$ cat src/rtl/tlb_pkg.sv
package tlb_pkg;
    localparam int VA_W  = 32;
    localparam int OFF_W = 12;
    localparam int VPN_W = VA_W - OFF_W;
    localparam int PFN_W = 20;

    typedef logic [VPN_W-1:0] vpn_t;
    typedef logic [PFN_W-1:0] pfn_t;

    typedef enum logic [1:0] {
        SLOT_NONE,
        SLOT_MATCH,
        SLOT_INDEX,
        SLOT_VICTIM
    } slot_src_e;
endpackage

$ cat src/rtl/tlb_tag_match.sv
module tlb_tag_match
    import tlb_pkg::*;
#(
    parameter int ENTRIES = 16,
    parameter int PID_W   = 8,
    parameter bit USE_PID = 1'b1
) (
    input  logic [ENTRIES-1:0]            vld,
    input  logic [ENTRIES-1:0][VPN_W-1:0] vpn,
    input  logic [ENTRIES-1:0][PID_W-1:0] pid,
    input  vpn_t                          key_vpn,
    input  logic [PID_W-1:0]              key_pid,
    output logic [ENTRIES-1:0]            hits
);
    for (genvar g = 0; g < ENTRIES; g++) begin : g_cmp
        if (USE_PID) begin : g_tagged
            assign hits[g] = vld[g] && (vpn[g] == key_vpn) && (pid[g] == key_pid);
        end else begin : g_plain
            assign hits[g] = vld[g] && (vpn[g] == key_vpn);
        end
    end
endmodule

$ cat src/rtl/tlb_onehot_enc.sv
module tlb_onehot_enc #(
    parameter int N     = 16,
    localparam int IW   = (N > 1) ? $clog2(N) : 1
) (
    input  logic [N-1:0]  vec,
    output logic [IW-1:0] idx,
    output logic          any
);
    always_comb begin
        idx = '0;
        for (int i = 0; i < N; i++) begin
            if (vec[i]) idx = idx | IW'(i);
        end
        any = |vec;
    end
endmodule

$ cat src/rtl/tlb_victim_ptr.sv
module tlb_victim_ptr #(
    parameter int ENTRIES = 16,
    localparam int IW     = (ENTRIES > 1) ? $clog2(ENTRIES) : 1
) (
    input  logic          clk,
    input  logic          rst_n,
    input  logic          advance,
    output logic [IW-1:0] ptr
);
    logic [IW-1:0] ptr_d, ptr_q;

    always_comb begin
        ptr_d = ptr_q;
        if (advance) begin
            ptr_d = (ptr_q == IW'(ENTRIES-1)) ? '0 : ptr_q + 1'b1;
        end
    end

    always_ff @(posedge clk or negedge rst_n) begin
        if (!rst_n) ptr_q <= '0;
        else        ptr_q <= ptr_d;
    end

    assign ptr = ptr_q;
endmodule

$ cat src/rtl/xlat_cache.sv
module xlat_cache
    import tlb_pkg::*;
#(
    parameter int ENTRIES = 16,
    parameter int PID_W   = 8,
    parameter bit USE_PID = 1'b1,
    localparam int IDX_W  = (ENTRIES > 1) ? $clog2(ENTRIES) : 1
) (
    input  logic             clk,
    input  logic             rst_n,
    input  logic             lk_valid,
    input  logic [VA_W-1:0]  lk_vaddr,
    input  logic [PID_W-1:0] lk_pid,
    input  logic             wr_en,
    input  logic             wr_priv,
    input  logic             wr_use_idx,
    input  logic [IDX_W-1:0] wr_idx,
    input  logic [VPN_W-1:0] wr_vpn,
    input  logic [PFN_W-1:0] wr_pfn,
    input  logic [PID_W-1:0] wr_pid,
    input  logic             fl_en,
    input  logic             fl_priv,
    output logic             rsp_valid,
    output logic             rsp_hit,
    output logic             rsp_miss,
    output logic [VA_W-1:0]  rsp_paddr,
    output logic             priv_err
);
    typedef struct packed {
        logic [ENTRIES-1:0]            vld;
        logic [ENTRIES-1:0][VPN_W-1:0] vpn;
        logic [ENTRIES-1:0][PFN_W-1:0] pfn;
        logic [ENTRIES-1:0][PID_W-1:0] pid;
        logic                          rsp_v;
        logic                          rsp_h;
        logic                          rsp_m;
        logic [VA_W-1:0]               rsp_pa;
        logic                          perr;
    } state_t;

    state_t st_d, st_q;

    logic [ENTRIES-1:0] lk_hits, wr_hits;
    logic [IDX_W-1:0]   lk_idx, wr_hit_idx, vic_idx, tgt_idx;
    logic               lk_any, wr_any, vic_adv;
    slot_src_e          tgt_src;

    // Lookup-side and install-side comparators both read the registered slots.
    tlb_tag_match #(.ENTRIES(ENTRIES), .PID_W(PID_W), .USE_PID(USE_PID)) u_lk_match (
        .vld(st_q.vld), .vpn(st_q.vpn), .pid(st_q.pid),
        .key_vpn(lk_vaddr[VA_W-1:OFF_W]), .key_pid(lk_pid), .hits(lk_hits)
    );

    tlb_tag_match #(.ENTRIES(ENTRIES), .PID_W(PID_W), .USE_PID(USE_PID)) u_wr_match (
        .vld(st_q.vld), .vpn(st_q.vpn), .pid(st_q.pid),
        .key_vpn(wr_vpn), .key_pid(wr_pid), .hits(wr_hits)
    );

    tlb_onehot_enc #(.N(ENTRIES)) u_lk_enc (.vec(lk_hits), .idx(lk_idx), .any(lk_any));
    tlb_onehot_enc #(.N(ENTRIES)) u_wr_enc (.vec(wr_hits), .idx(wr_hit_idx), .any(wr_any));

    tlb_victim_ptr #(.ENTRIES(ENTRIES)) u_victim (
        .clk(clk), .rst_n(rst_n), .advance(vic_adv), .ptr(vic_idx)
    );

    // Slot selection for an install: an existing match wins, then an explicit index, then the victim.
    always_comb begin
        tgt_src = SLOT_NONE;
        tgt_idx = vic_idx;
        if (wr_en && wr_priv) begin
            if (wr_any) begin
                tgt_src = SLOT_MATCH;
                tgt_idx = wr_hit_idx;
            end else if (wr_use_idx) begin
                tgt_src = SLOT_INDEX;
                tgt_idx = wr_idx;
            end else begin
                tgt_src = SLOT_VICTIM;
                tgt_idx = vic_idx;
            end
        end
        vic_adv = (tgt_src == SLOT_VICTIM);
    end

    always_comb begin
        st_d = st_q;

        st_d.rsp_v  = lk_valid;
        st_d.rsp_h  = lk_valid && lk_any;
        st_d.rsp_m  = lk_valid && !lk_any;
        st_d.rsp_pa = (lk_valid && lk_any) ? {st_q.pfn[lk_idx], lk_vaddr[OFF_W-1:0]} : '0;

        if (fl_en && fl_priv) st_d.vld = '0;

        if (tgt_src != SLOT_NONE) begin
            st_d.vld[tgt_idx] = 1'b1;
            st_d.vpn[tgt_idx] = wr_vpn;
            st_d.pfn[tgt_idx] = wr_pfn;
            st_d.pid[tgt_idx] = wr_pid;
        end

        st_d.perr = (wr_en && !wr_priv) || (fl_en && !fl_priv);
    end

    always_ff @(posedge clk or negedge rst_n) begin
        if (!rst_n) st_q <= '0;
        else        st_q <= st_d;
    end

    assign rsp_valid = st_q.rsp_v;
    assign rsp_hit   = st_q.rsp_h;
    assign rsp_miss  = st_q.rsp_m;
    assign rsp_paddr = st_q.rsp_pa;
    assign priv_err  = st_q.perr;
endmodule

$ cat config.mk
export PLATFORM = sky130hd
export DESIGN_NAME = xlat_cache
export DESIGN_NICKNAME = d
export VERILOG_FILES = /design/src/rtl/tlb_pkg.sv /design/src/rtl/tlb_tag_match.sv /design/src/rtl/tlb_onehot_enc.sv /design/src/rtl/tlb_victim_ptr.sv /design/src/rtl/xlat_cache.sv
export SDC_FILE = /design/constraint.sdc
export NUM_CORES = 2
export LEC_CHECK = 0
export BUFFER_PORTS_ARGS = -buffer_cell sky130_fd_sc_hd__buf_2
export CAP_MARGIN = 20
export CORE_MARGIN = 2
export CORE_UTILIZATION = 57
export CTS_CLUSTER_SIZE = 40
export DETAILED_ROUTE_END_ITERATION = 6
export GPL_TIMING_DRIVEN = 0
export MAX_ROUTING_LAYER = met4
export PLACE_DENSITY = 0.74
export SYNTH_ARGS = -nofsm -noshare
export SYNTH_HDL_FRONTEND = slang
export SYNTH_HIERARCHICAL = 1
export SYNTH_SLANG_ARGS = --single-unit
$ cat constraint.sdc
create_clock -name clk -period 3.61 [get_ports clk]
set_input_delay 0.1805 -clock clk [delete_from_list [all_inputs] [get_ports clk]]
set_output_delay 0.1805 -clock clk [all_outputs]
set_load 0.05 [all_outputs]
==> impl_metrics.yaml <==
status:
  run_status: "finished with violations"
  violations: "setup timing"
floorplanning:
  coreArea_um2: 77100
  start_util_pct: 57.3
  rows: 102
  fp.dieArea_um2: 79700
  die_w_um: 282
  fp.dieH_um: 282
  ios: 136
power:
  swShare_pct: 32.9
  seq_power_share_pct: 43.9
  internal_power_mw: 25.5
  leakage_nw: 23.8
  power_frac_clock_pct: 24.6
  p_per_area_nw_per_um2: 716
  irDropWorstVdd_uv: 492
  p_sw_mw: 12.5
  share_comb_of_total_power_pct: 31.6
sta:
  hold_violations: 0
  finalSetupViolCount: 805
  setup_ws_ps: -782
  rsz0062_at_grt: "true"
  slew_headroom_pct: 7.45
  skew_ps: 25.5
  tightest_slew_ps: 1390
  slew_viol_final: 0
  fin_crit_sh_pct: 122
  period_minus_slack_ps: 4390
  fmax_mhz: 228
critical_path:
  critPathMostFrequentCell: "buf_6"
  slowest_stage: "nor4_2"
  cp-end-kind: "flop"
  arrival_ps: 4940
  cp_data_required_time_ps: 4160
  worst_setup_path_start_kind: "primary input"
  r2r_slack_ps: -760
  crit_path_max_fanout: 10
  crit_chain: "buf_2, buf_2, buf_6, xor2_1, nor4_1, nand4_1, nor4_2, nor4_1, nand4_1, buf_6, buf_6, o211ai_1, nand2b_1, nand2_4, buf_4, nor2_2, buf_4, clkbuf_8, mux2_2"
  reg2regPathDepth: 16
  critPathKind: "primary input to flop"
  critPathMaxStageDelay_ps: 590
cts:
  cts.htree.levels: 3
  clockBufferDepth: 3
  cts_tree: "built"
  cts_sinks: 824
  clock_latency_ps: 670
  cts_buffers: 89
  clk_pin_slew_worst_paths_ps: 60
  clock_tree.root_cell: "clkbuf_16"
yosys:
  synth.area.top_cells: "dfrtp_1 47%, mux2_2 19%, xor2_1 12%, xnor2_1 5.7%, mux4_2 5.1%"
  syn_inst: 3362
  synth_largest_area_cell: "dfrtp_1"
  ys_types: 42
  yosysWarnings: 6
  synth_top_area_share_pct: 46.7
  synth-seq-cells: 824
  synth_seq_area_share_pct: 46.7
  synth_area_um2: 44200
  synth_area_per_cell_um2: 13.1
  synth_fp_nets: 3463
place:
  gp_congestion: 1.06
  portBuffers: 107
  hpwl_um: 105000
  place_ws_ps: -3360
cells_and_area:
  finish.utilization_pct: 68.9
  final_common_cell: "dfrtp_1"
  area_growth_pct: 20.3
  drive_gt1_share_pct: 41.1
  nets: 3833
  mostFrequentLayoutCells: "822 x dfrtp_1, 659 x mux2_2, 599 x xor2_1"
global_route:
  grt_overflow: 0
  grt_max_degree: 121
  groute.usage.overall_pct: 41.3
  grt_pass1_wl_um: 223000
  grt_pass1_vias: 30952
  antenna_found_initial: 5
drt:
  drt-total-wl_um: 164000
  via_per_inst: 6.54
  drtIter0Drc: 4076
  first_pass_iters: 6
  dr_total_vias: 31682
  drt-wirelength-per-cell_um: 33.9
  drc_errors: 0
  final_antenna_net_count: 0
flow_run:
  max-cap-violations: 0
worst_hold_path:
  hold_path.class: "primary input to asynchronous set/reset pin"
-- what timing repair did --
action | in CTS | in global routing
endpoints found under the setup margin | 819 | 805
hold endpoints to repair | 415 | 0
pin swaps | 26 | 21
hold buffers | 53 | 0
gates resized for setup | 361 | 259
buffers inserted | 38 | 51
cloned | 6 | 13
-- cell usage after synthesis --
master       n
a211o_1      1
or3b_1       2
nor3_1      39
nor2b_1      3
buf_6       58
mux2_2     758
nand4_1     99
nand2b_1     5
xnor2_1    289
or3_1        2
ha_1         1
o22ai_1      1
nand4b_1     1
o21ai_0      2
a21oi_1      2
and2_1      22
buf_4       53
o21ai_1      2
inv_1        7
nand3b_1     1
nor4_1     169
nor4_2       6
and3_1      12
mux2_4       9
buf_1       24
nand3_1     33
nor3b_1      2
o2111ai_1    2
xor2_1     606
mux2_1       2
a2111oi_4    2
buf_2       79
clkbuf_1    88
dfrtp_1    824
mux4_2     100
nor2_1      11
a21bo_2      1
nand2_1     22
a21o_1      15
o211ai_1     5
a211oi_1     1
o211a_1      1
-- per-stage QoR --
| step | setup TNS (ps) | hold slack [ps] | area, µm² | instances | power, mW |
|---|---|---|---|---|---|
| 5_1_grt | -485550 | 8.17 | 53100 | 4840 | 39.6 |
| 6_report | -505170 | 12.7 | 53100 | 4842 | 38.1 |
| 2_1_floorplan | 0 | -115 | 44200 | 3362 | 24.3 |
| 3_3_place_gp | - | 359 | 46000 | 4509 | 26.8 |
| 4_1_cts | -346860 | 2.12 | 51400 | 4773 | 37.0 |
| 3_5_place_dp | -2174990 | 130 | 46300 | 4522 | 27.3 |
-- path summary, 6_finish.rpt --
path | from | end
worst max-delay path | wr_vpn[10] | flop
worst min-delay path | rst_n | asynchronous set/reset pin
worst max register to register | flop | flop
worst min register to register | flop | flop
max in group asynchronous | rst_n | asynchronous set/reset pin
min in group clk | wr_pid[1] | flop
-- cell type report --
class	instances	area, µm²
flip-flops and latches	824	20600
fillers	5375	24000
clock inverters	26	330
multi-input cells	2229	22700
repair buffers	282	2730
plain buffers	299	2810
well taps	1040	1300
diodes	5	12.5
clock buffers	130	2620
inverters	7	26.3
-- layer usage --
layer  wire [µm]  GRT usage, %  vias up  part of all wire, %
met5           0             -        -                    0
met3       19500          11.3      716                   12
li1            -             -    12516                    -
met2       70300          59.0     2158                   43
met4       13100          25.1        0                  8.0
met1       61200          52.6    16292                   37
-- cells by family after synthesis --
family          Yosys count  synth area share (%)
simple gates            429                  5.80
compound gates           35                 0.669
xor+xnor                895                  17.7
mux                     869                  24.8
flops                   824                  46.7
fa+ha+maj                 1                0.0283
buf+inv                 309                  4.29
-- power by group through the flow --
stage	sequential (mW)	clock (mW)	combinational [mW]
after floorplan	15.8	0	8.49
after global placement	16.5	0	10.3
after detailed placement	16.6	0	10.6
after CTS	16.5	9.37	11.1
after global routing	17.2	9.75	12.6
final	16.7	9.35	12.0
-- critical path, delay by kind of cell --
kind,cells,cell delay (ps)
simple gates,8,2160
xor+xnor,1,110
buf+inv,8,1860
compound gates,1,220
mux,1,360
Note: power is estimated with default switching activity, not from simulation.
